**src/rtl/ctl_status_pkg.sv**
```systemverilog
// Shared bit positions, reset value and packed view of the status byte.
package ctl_status_pkg;
    localparam int STAT_W   = 8;
    localparam int PAGE_W   = 2;
    localparam int ARITH_W  = 3;
    localparam int GP_POS   = 7;
    localparam int PS_LO    = 5;
    localparam int TO_POS   = 4;
    localparam int PD_POS   = 3;
    localparam int ZF_POS   = 2;
    localparam logic [STAT_W-1:0] STAT_RESET = 8'h18;

    typedef struct packed {
        logic              gp;
        logic [PAGE_W-1:0] page;
        logic              tof;
        logic              pdf;
        logic              zf;
        logic              dcf;
        logic              cf;
    } stat_t;
endpackage

```
**src/rtl/ctl_status_ctrl_bits.sv**
```systemverilog
// Holds the free storage bit and the page preselect bits.
// Assumes: these bits change only on software writes and reset.
module ctl_status_ctrl_bits
    import ctl_status_pkg::*;
(
    input  logic              clk,
    input  logic              rst_n,
    input  logic              sw_we,
    input  logic              wr_gp,
    input  logic [PAGE_W-1:0] wr_page,
    output logic              gp_q,
    output logic [PAGE_W-1:0] page_q
);
    // Load the storage and page bits from software, clear them on reset.
    always_ff @(posedge clk) begin
        if (!rst_n) begin
            gp_q   <= 1'b0;
            page_q <= '0;
        end else if (sw_we) begin
            gp_q   <= wr_gp;
            page_q <= wr_page;
        end
    end
endmodule

```
**src/rtl/ctl_status_power_flags.sv**
```systemverilog
// Time-out and power-down flags, driven only by reset and the event strobes.
// Assumes: the strobes are single-cycle pulses. Expiry beats every set of the
// time-out flag. Sleep beats watchdog-clear on the power-down flag.
module ctl_status_power_flags (
    input  logic clk,
    input  logic rst_n,
    input  logic sleep_cmd,
    input  logic wdt_clr_cmd,
    input  logic wdt_timeout,
    output logic tof_q,
    output logic pdf_q
);
    // Time-out flag: expiry clears it, sleep or clear sets it.
    always_ff @(posedge clk) begin
        if (!rst_n)
            tof_q <= 1'b1;
        else if (wdt_timeout)
            tof_q <= 1'b0;
        else if (sleep_cmd || wdt_clr_cmd)
            tof_q <= 1'b1;
    end

    // Power-down flag: sleep clears it, watchdog clear sets it.
    always_ff @(posedge clk) begin
        if (!rst_n)
            pdf_q <= 1'b1;
        else if (sleep_cmd)
            pdf_q <= 1'b0;
        else if (wdt_clr_cmd)
            pdf_q <= 1'b1;
    end
endmodule

```
**src/rtl/ctl_status_arith_flags.sv**
```systemverilog
// Zero, digit-carry and carry flags, each with its own update enable.
// Assumes: a software write has priority over the ALU on the same cycle.
module ctl_status_arith_flags
    import ctl_status_pkg::*;
#(
    parameter int DATA_W = 8
) (
    input  logic               clk,
    input  logic               rst_n,
    input  logic               sw_we,
    input  logic [ARITH_W-1:0] sw_flags,
    input  logic [ARITH_W-1:0] alu_we,
    input  logic [DATA_W-1:0]  alu_result,
    input  logic               alu_dc,
    input  logic               alu_c,
    output logic [ARITH_W-1:0] flags_q
);
    logic               res_zero;
    logic [ARITH_W-1:0] alu_val;

    // Detect an all-zero result and gather the ALU flag values.
    always_comb begin
        res_zero = ~|alu_result;
        alu_val  = {res_zero, alu_dc, alu_c};
    end

    // One register per flag: software first, then the ALU when enabled.
    for (genvar i = 0; i < ARITH_W; i++) begin : g_flag
        always_ff @(posedge clk) begin
            if (!rst_n)
                flags_q[i] <= 1'b0;
            else if (sw_we)
                flags_q[i] <= sw_flags[i];
            else if (alu_we[i])
                flags_q[i] <= alu_val[i];
        end
    end
endmodule

```
**src/rtl/ctl_status.sv**
```systemverilog
// Status byte top. Joins the storage/page bits, the power flags and the
// arithmetic flags into one readable byte and drives the page preselect.
// Assumes: synchronous active-low reset acts as power-on reset.
module ctl_status
    import ctl_status_pkg::*;
#(
    parameter int DATA_W = 8
) (
    input  logic               clk,
    input  logic               rst_n,
    input  logic               sw_we,
    input  logic [STAT_W-1:0]  sw_wdata,
    input  logic [ARITH_W-1:0] alu_flag_we,
    input  logic [DATA_W-1:0]  alu_result,
    input  logic               alu_dc,
    input  logic               alu_c,
    input  logic               sleep_cmd,
    input  logic               wdt_clr_cmd,
    input  logic               wdt_timeout,
    output logic [STAT_W-1:0]  status_rd,
    output logic [PAGE_W-1:0]  page_sel
);
    stat_t              wr_view;
    stat_t              cur;
    logic               gp_q;
    logic [PAGE_W-1:0]  page_q;
    logic               tof_q;
    logic               pdf_q;
    logic [ARITH_W-1:0] flags_q;

    // Split the write data into named fields.
    always_comb wr_view = stat_t'(sw_wdata);

    ctl_status_ctrl_bits u_ctrl (
        .clk     (clk),
        .rst_n   (rst_n),
        .sw_we   (sw_we),
        .wr_gp   (wr_view.gp),
        .wr_page (wr_view.page),
        .gp_q    (gp_q),
        .page_q  (page_q)
    );

    ctl_status_power_flags u_pwr (
        .clk         (clk),
        .rst_n       (rst_n),
        .sleep_cmd   (sleep_cmd),
        .wdt_clr_cmd (wdt_clr_cmd),
        .wdt_timeout (wdt_timeout),
        .tof_q       (tof_q),
        .pdf_q       (pdf_q)
    );

    ctl_status_arith_flags #(.DATA_W(DATA_W)) u_arith (
        .clk        (clk),
        .rst_n      (rst_n),
        .sw_we      (sw_we),
        .sw_flags   ({wr_view.zf, wr_view.dcf, wr_view.cf}),
        .alu_we     (alu_flag_we),
        .alu_result (alu_result),
        .alu_dc     (alu_dc),
        .alu_c      (alu_c),
        .flags_q    (flags_q)
    );

    // Assemble the readable byte and the page output.
    always_comb begin
        cur.gp   = gp_q;
        cur.page = page_q;
        cur.tof  = tof_q;
        cur.pdf  = pdf_q;
        cur.zf   = flags_q[2];
        cur.dcf  = flags_q[1];
        cur.cf   = flags_q[0];
        status_rd = cur;
        page_sel  = cur.page;
    end
endmodule

```
**config.mk**
```make
export PLATFORM = sky130hd
export DESIGN_NAME = ctl_status
export DESIGN_NICKNAME = d
export VERILOG_FILES = /design/src/rtl/ctl_status_pkg.sv /design/src/rtl/ctl_status_ctrl_bits.sv /design/src/rtl/ctl_status_power_flags.sv /design/src/rtl/ctl_status_arith_flags.sv /design/src/rtl/ctl_status.sv
export SDC_FILE = /design/constraint.sdc
export NUM_CORES = 1
export LEC_CHECK = 0
export ABC_AREA = 1
export BUFFER_PORTS_ARGS = -buffer_cell sky130_fd_sc_hd__buf_2
export CAP_MARGIN = 40
export CORE_AREA = 3 3 40 42
export CTS_BUF_LIST = sky130_fd_sc_hd__clkbuf_4
export DETAILED_ROUTE_END_ITERATION = 12
export DIE_AREA = 0 0 43 45
export PLACE_DENSITY = 0.66
export SKIP_CTS_REPAIR_TIMING = 1
export SYNTH_ARGS = -nofsm -noshare
export SYNTH_HDL_FRONTEND = slang
export SYNTH_SLANG_ARGS = --single-unit
```
**constraint.sdc**
```tcl
create_clock -name clk -period 0.8 [get_ports clk]
set_clock_uncertainty 0.2 [all_clocks]
set_input_delay 0.12 -clock clk [delete_from_list [all_inputs] [get_ports clk]]
set_output_delay 0.12 -clock clk [all_outputs]
set_load 0.02 [all_outputs]
```
==> summary.md, run 1 <==
| Metric | Value |
|---|---|
| Layout cells sized above 1 | 66.3% |
| First-pass GRT wire length | 1.51 mm |
| Area leader, netlist | dfxtp_1 |
| Dpl ws | -0.107 ns |
| Die height | 45 µm |
| Kind of critical path | reg2out |
| Non-filler cells, final | 107 |
| Yosys warns | 0 |
| CTS tree | built |
| Gr ovfl total | 0 |
| Routed wire length per instance | 9.65 µm |
| Clock Sinks | 8 |
| Sequential fraction of the synthesis area | 43.4% |
| Failing checks | hold timing, setup timing |
| Tcrit/Tclk final | 131% |
| Tightest Pin Transition | 0.161 ns |
| Area post-placement | 571 µm² |
| Leak | 0.372 nW |
| DR pass1 iterations | 6 |
| Setup violators final | 16 |
| Post-synth cell types | 9 |
| Core footprint | 1280 µm² |
| IO Count | 37 |
| Placed cells | 100 |
| Nets | 120 |
| Syn Inst Count | 54 |
| Most used DFF post-synth | dfxtp_1 |
| Count leader, synth | nor2_1 |
| Total CTS buffers | 3 |
| Crit path buf inv count | 1 |
| Layout filler cell count | 125 |
| Max_cap viols | 0 |
| Unrepaired setup endpoints after global routing | true |
| Drc violations | 0 |
| Pin count of the biggest net entering global routing | 8 |
| Synth Cell Area | 369 µm² |
| Initial antenna violation count | 0 |
| CP arrival | 0.73 ns |
| Die width | 43 µm |
| Worst skew pair latency | 0.24 ns |
| Final ANT Viol Nets | 0 |
| Root Driver | clkbuf_4 |
| Area occupied by registers | 183 µm² |
| Fmax | 952 MHz |
| Final core utilization | 55.5% |
| Vias in the first global route | 396 |
| Syn_area_per_cell | 6.84 µm² |
| EDFF count, synth | 0 |
| Status | finished, violations left |
| Hold WC Path Type | in2reg |
| Total GRT Usage | 10.6% |
| Largest fanout on the critical path | 3 |
| Required time worst endpoint | 0.48 ns |
| Reg clk slew, reported paths | 0.06 ns |
| Worst path slowest cell | dfxtp_4 |
| DR vias | 468 |
| Post-synth top cells | 14 x nor2_1, 10 x o21ai_0, 8 x dfxtp_1 |
| Top cell type's share of synthesized area | 43.4% |
| Max stage delay on crit path | 0.35 ns |
| H-tree levels | 1 |
| Endpoints failing hold | 8 |
| Area Overhead vs Synth | 93.2% |
| Final instance area | 713 µm² |
| Async S/R FF share, synth | 0% |
| Area of the multi-input gates | 169 µm² |
| Drt total wl | 1.03 mm |
| Cell row count | 13 |
| Setup crit end kind | output port |
| Crit-path cells | buf_6 |
| Peak supply drop | 0.000597 V |
| Die footprint | 1940 µm² |
| Hpwl dp | 767 µm |
| Setup TNS | -2.96 ns |
| Syn nets | 81 |
| Min cycle time layout | 1.05 ns |
| Clk buf depth | 2 |
| Routed vias/inst | 4.37 |
| Initial Util | 28.7% |
| Pins Over Slew Limit | 0 |
| Antenna Cells | 0 |
| Crit-path leading delay family | flip-flops |
| Fin Hold WS | -0.170 ns |
| Input/output buffers | 34 |
| Drt first-iter violations | 5 |
| Max_slew headroom | 89.3% |
| Synth area leaders | dfxtp_1 43%, nor2_1 14%, o21ai_0 14% |
| Pwr dens | 1540 nW/µm² |
| GPL Wtd Cong | 0.692 |
| Worst Slack Setup Final | -0.250 ns |
| CP Launch Type | register |
| Flops & latches, synth | 8 |
## routing by layer
metal  track usage [%]  vias up  part of all wire [%]
met5                 0        -                     0
met4              5.42        0                  0.39
met3              3.59        2                    11
met2              18.0       27                    48
met1              11.9      199                    40
li1                  -      240                     -
## report_power, final
| part | internal (W) | switching [W] | leakage (nW) | total (W) |
|---|---|---|---|---|
| Combinational | 0.000158 | 0.000130 | 0.284 | 0.000288 |
| Sequential | 0.000425 | 0.0000242 | 0.0695 | 0.000449 |
| Clock | 0.000224 | 0.000134 | 0.0184 | 0.000358 |
## cell type report
cell class	count	area share [%]
Multi-Input combinational cell	33	23.7
Clock buffer	4	4.21
Tap cell	15	2.63
Inverter	8	4.21
Sequential cell	8	25.6
Timing Repair Buffer	39	39.6
## logic make-up (layout without fill, tap and decap cells)
| family | after synthesis | count (layout) | synth area share (%) |
|---|---|---|---|
| and+or+nand+nor | 21 | 21 | 22.0 |
| buffers and inverters | 13 | 51 | 18.3 |
| DFF | 8 | 8 | 43.4 |
| AOI/OAI and AO/OA | 12 | 12 | 16.3 |
## final timing paths
| kind | start | to | slack (ns) | cells after the start |
|---|---|---|---|---|
| max | u_ctrl.page_q[1] | status_rd[6] | -0.25 | 1 |
| min | wdt_timeout | u_pwr.tof_q | -0.17 | 2 |
| max reg2reg | u_arith.flags_q[2] | u_arith.flags_q[2] | -0.16 | 3 |
| min reg2reg | u_ctrl.gp_q | u_ctrl.gp_q | 0.29 | 2 |
## registers in the layout, indices dropped and copies added (netlist names)
| signal | flops |
|---|---|
| u_arith.flags_q | 3 |
| u_ctrl.gp_q | 1 |
| u_ctrl.page_q | 2 |
| u_pwr.pdf_q | 1 |
| u_pwr.tof_q | 1 |
## placed cells by master, fill, tap and decap left out
master,n
buf_6,10
dfxtp_2,3
clkbuf_4,4
buf_12,1
inv_2,3
o21ai_2,5
nor3_1,1
nor2_1,14
a21oi_2,1
nand2_1,5
a21oi_1,1
buf_2,24
o21ai_1,4
dfxtp_4,5
inv_1,5
nor3_2,1
buf_4,4
o21ai_0,1
## through the flow
step                      power [W]  hold slack, ns
after floorplan            0.000570        -0.00377
after global placement     0.000660          0.0984
after detailed placement   0.000665           0.104
after CTS                   0.00103          -0.165
after global routing        0.00117          -0.179
final                       0.00109          -0.170
No activity file was read; power rests on OpenSTA's default activity.
==> run 2: changes to the inputs <==
Settings changed: SETUP_SLACK_MARGIN from default to 0.02.
==> summary.md, run 2 (synthesized netlist as in run 1, its figures left out) <==
| Metric | Value |
|---|---|
| Status | finished, violations left |
| Failing checks | hold timing, setup timing |
| Antenna Cells | 0 |
| Die footprint | 1940 µm² |
| Tightest Pin Transition | 0.168 ns |
| Kind of critical path | reg2out |
| Reg clk slew, reported paths | 0.06 ns |
| Die height | 45 µm |
| CP startpoint | u_ctrl.page_q[1] |
| Setup violators final | 16 |
| Total GRT Usage | 11.1% |
| Hpwl dp | 755 µm |
| Max_slew headroom | 88.7% |
| Nets | 118 |
| Drt total wl | 971 µm |
| Area Overhead vs Synth | 85.4% |
| Initial Util | 28.7% |
| R2R Path Start | u_ctrl.page_q[0] |
| Area occupied by registers | 183 µm² |
| Pins Over Slew Limit | 0 |
| Largest fanout on the critical path | 3 |
| DR vias | 457 |
| R2R depth | 3 |
| Clock Sinks | 8 |
| Routed wire length per instance | 9.25 µm |
| GRT busiest layer | met2 |
| Min cycle time layout | 1.05 ns |
| Input/output buffers | 34 |
| Pwr dens | 1580 nW/µm² |
| First-pass GRT wire length | 1.57 mm |
| Worst Slack Setup Final | -0.247 ns |
| Tcrit/Tclk final | 131% |
| Worst r2r dst | u_ctrl.page_q[0] |
| Layout cells sized above 1 | 65.6% |
| Gr ovfl total | 0 |
| Worst skew pair latency | 0.25 ns |
| IO Count | 37 |
| Fmax | 955 MHz |
| Max_cap viols | 0 |
| WP depth | 1 |
| Die width | 43 µm |
| CTS tree | built |
| Hold WC Path Type | in2reg |
| Endpoints failing hold | 8 |
| Area of the multi-input gates | 168 µm² |
| Register name with the most flops | u_arith.flags_q |
| Vias in the first global route | 413 |
| Fin Hold WS | -0.154 ns |
| Cell row count | 13 |
| GPL Wtd Cong | 0.676 |
| Unrepaired setup endpoints after global routing | true |
| Pin count of the biggest net entering global routing | 8 |
| CP Launch Type | register |
| M3 GR Usage | 4.78% |
| Layout filler cell count | 130 |
| Crit-path cells | buf_6 |
| Dpl ws | -0.121 ns |
| Reg2reg setup slack | -0.12 ns |
| Initial antenna violation count | 0 |
| Root Driver | clkbuf_4 |
| H-tree levels | 1 |
| Final ANT Viol Nets | 0 |
| Hold Path Stages | 2 |
| DR pass1 iterations | 1 |
| Final core utilization | 53.3% |
| Most common cell after layout, fill and taps aside | buf_2 |
| Crit-path leading delay family | flip-flops |
| Hold path endpoint | u_pwr.tof_q |
| Routed vias/inst | 4.35 |
| CP arrival | 0.73 ns |
| Peak supply drop | 0.000738 V |
| Setup crit end kind | output port |
| Worst path slowest cell | dfxtp_4 |
| Drt first-iter violations | 0 |
| Total CTS buffers | 3 |
| Core footprint | 1280 µm² |
| Clk buf depth | 2 |
| Crit path buf inv count | 1 |
| Most frequent cells in the layout | 24 x buf_2, 13 x nor2_1, 10 x buf_6 |
| Biggest regs | u_arith.flags_q (3), u_ctrl.page_q (2) |
| Global Route met1 Usage | 11.8% |
| Hold wc startpoint | wdt_timeout |
| Largest register FFs | 3 |
| Drc violations | 0 |
| Required time worst endpoint | 0.48 ns |
| Leak | 0.356 nW |
| Max stage delay on crit path | 0.35 ns |
| Met2 Resource Use GR | 18.0% |
run 2: cell count changes in the layout (fill, tap and decap cells not counted):
cell     delta
nor2_1      -1
buf_12      -1
o21ai_1     +1
buf_4       -1
o21ai_2     -1
nor2_2      +1
run 2: report_power, final:
part | internal [W] | total [W] | switching, W
registers | 0.000425 | 0.000449 | 0.0000241
logic | 0.000144 | 0.000267 | 0.000124
clock network | 0.000225 | 0.000367 | 0.000142
run 2: worst max path at each step:
stage                          to  slack, ns
2_1_floorplan  u_arith.flags_q[0]       -0.1
3_3_place_gp   u_arith.flags_q[1]      -0.10
3_5_place_dp   u_arith.flags_q[2]      -0.12
4_1_cts               page_sel[0]      -0.28
5_1_grt              status_rd[6]      -0.29
6_report             status_rd[6]      -0.25
run 2: worst register-to-register path, stage by stage (launching register included):
cell	delay (ns)
dfxtp_4	0.35
buf_4	0.13
o21ai_2	0.09
nor2_1	0.04
run 2: layout make-up:
class / instances / share of cell area (%)
multi-input cells: 33 / 24.5
flip-flops and latches: 8 / 26.7
well taps: 15 / 2.74
inverters: 8 / 4.39
repair buffers: 37 / 37.3
clock buffers: 4 / 4.39
run 2: metal layers:
layer / wire (µm) / vias up
met3: 120 / 2
met5: 0 / -
li1: - / 237
met2: 456 / 23
met4: 9 / 0
met1: 384 / 195
run 2: metrics by stage:
stage | total power, W | instance area, µm² | TNS, ns | cells | hold WS (ns)
CTS | 0.00103 | 594 | -2.97 | 104 | -0.172
detailed placement | 0.000659 | 564 | -0.335 | 100 | 0.0926
floorplan | 0.000572 | 405 | -0.261 | 54 | -0.00377
global route | 0.00118 | 684 | -3.39 | 105 | -0.163
finish | 0.00108 | 684 | -2.69 | 105 | -0.154
global placement | 0.000655 | 564 | -0.286 | 100 | 0.0887
==> run 3: changes to the inputs <==
==> constraint.sdc (replaced) <==
create_clock -name clk -period 0.8 [get_ports clk]
set_clock_uncertainty 0.2 [all_clocks]
set_input_delay 0.16 -clock clk [delete_from_list [all_inputs] [get_ports clk]]
set_output_delay 0.16 -clock clk [all_outputs]
set_load 0.02 [all_outputs]
==> summary.md, run 3 (synthesized netlist as in run 1, its figures left out) <==
| Metric | Value |
|---|---|
| Tcrit/Tclk final | 134% |
| Drc violations | 0 |
| Drt total wl | 944 µm |
| Drt first-iter violations | 2 |
| Failing checks | hold timing, setup timing |
| Vias in the first global route | 376 |
| Most common cell after layout, fill and taps aside | buf_2 |
| Unrepaired setup endpoints after global routing | true |
| Endpoints failing hold | 6 |
| Hpwl dp | 758 µm |
| Gr ovfl total | 0 |
| Min cycle time layout | 1.07 ns |
| CP arrival | 0.71 ns |
| Worst path slowest cell | dfxtp_4 |
| Status | finished, violations left |
| M3 GR Usage | 5.18% |
| Crit path buf inv count | 1 |
| Max stage delay on crit path | 0.35 ns |
| Fin Hold WS | -0.0997 ns |
| Initial antenna violation count | 0 |
| Final ANT Viol Nets | 0 |
| Max_slew headroom | 88.0% |
| Nets | 120 |
| R2R Path Start | u_ctrl.page_q[1] |
| Setup crit end kind | output port |
| Largest fanout on the critical path | 3 |
| Worst Slack Setup Final | -0.271 ns |
| Total GRT Usage | 10.2% |
| IO Count | 37 |
| CP startpoint | u_ctrl.page_q[1] |
| GRT busiest layer | met2 |
| Most frequent cells in the layout | 24 x buf_2, 13 x nor2_1, 11 x buf_6 |
| Biggest regs | u_arith.flags_q (3), u_ctrl.page_q (2) |
| DR vias | 459 |
| Max_cap viols | 0 |
| Total CTS buffers | 3 |
| Root Driver | clkbuf_4 |
| Kind of critical path | reg2out |
| Antenna Cells | 0 |
| Worst skew pair latency | 0.23 ns |
| Clock Sinks | 8 |
| Reg clk slew, reported paths | 0.05 ns |
| Largest register FFs | 3 |
| Total power | 0.00102 W |
| Met2 Resource Use GR | 13.8% |
| Pin count of the biggest net entering global routing | 7 |
| Fmax | 934 MHz |
| Leak | 0.371 nW |
| Hold wc startpoint | wdt_timeout |
| H-tree levels | 1 |
| Die height | 45 µm |
| DR pass1 iterations | 5 |
| Tightest Pin Transition | 0.179 ns |
| Hold WC Path Type | in2reg |
| Peak supply drop | 0.000720 V |
| Die footprint | 1940 µm² |
| Pwr dens | 1420 nW/µm² |
| Routed vias/inst | 4.33 |
| Register name with the most flops | u_arith.flags_q |
| Routed wire length per instance | 8.91 µm |
| GPL Wtd Cong | 0.643 |
| Initial Util | 28.7% |
| Dpl ws | -0.155 ns |
| Clk buf depth | 2 |
| Crit-path cells | buf_6 |
| Crit-path leading delay family | flip-flops |
| Global Route met1 Usage | 13.1% |
| Setup TNS | -3.15 ns |
| First-pass GRT wire length | 1.48 mm |
| CTS tree | built |
| Input/output buffers | 34 |
| Final core utilization | 55.9% |
| Area Overhead vs Synth | 94.6% |
| Setup violators final | 16 |
| Required time worst endpoint | 0.44 ns |
| Layout cells sized above 1 | 67.0% |
| Cell row count | 13 |
| Pins Over Slew Limit | 0 |
| Die width | 43 µm |
| CP Launch Type | register |
| Core footprint | 1280 µm² |
==> run 3: worst paths after layout <==
kind                            to  slack, ns  depth (start not counted)
setup reg to reg  u_ctrl.page_q[1]      -0.14                          3
setup / recovery       page_sel[1]      -0.27                          1
hold reg to reg        u_ctrl.gp_q       0.30                          2
hold / removal         u_pwr.tof_q       -0.1                          2
==> run 3: metrics by stage <==
stage	area, µm²	hold WS, ns	instances
after floorplan	413	0.0361	54
after global placement	577	0.133	100
after detailed placement	577	0.132	100
after CTS	599	-0.124	103
after global routing	718	-0.113	106
final	718	-0.0997	106
==> run 3: area by class of cell <==
cell class / count / area, µm²
repair buffers: 39 / 287
fillers: 130 / 567
clock buffers: 3 / 22.5
inverters: 8 / 30.0
flip-flops and latches: 8 / 183
well taps: 15 / 18.8
multi-input cells: 33 / 178
==> run 3: metal layers <==
metal / up-vias / part of all wire (%)
li1: 239 / -
met4: 0 / 0.85
met5: - / 0
met1: 190 / 38
met3: 2 / 15
met2: 28 / 46
==> run 3: power by group <==
group          leakage, nW  internal (W)  total, W  switching [W]
sequential          0.0695      0.000425  0.000450      0.0000246
clock               0.0138      0.000170  0.000282       0.000112
combinational        0.287      0.000161  0.000291       0.000131
total                0.371      0.000756   0.00102       0.000267
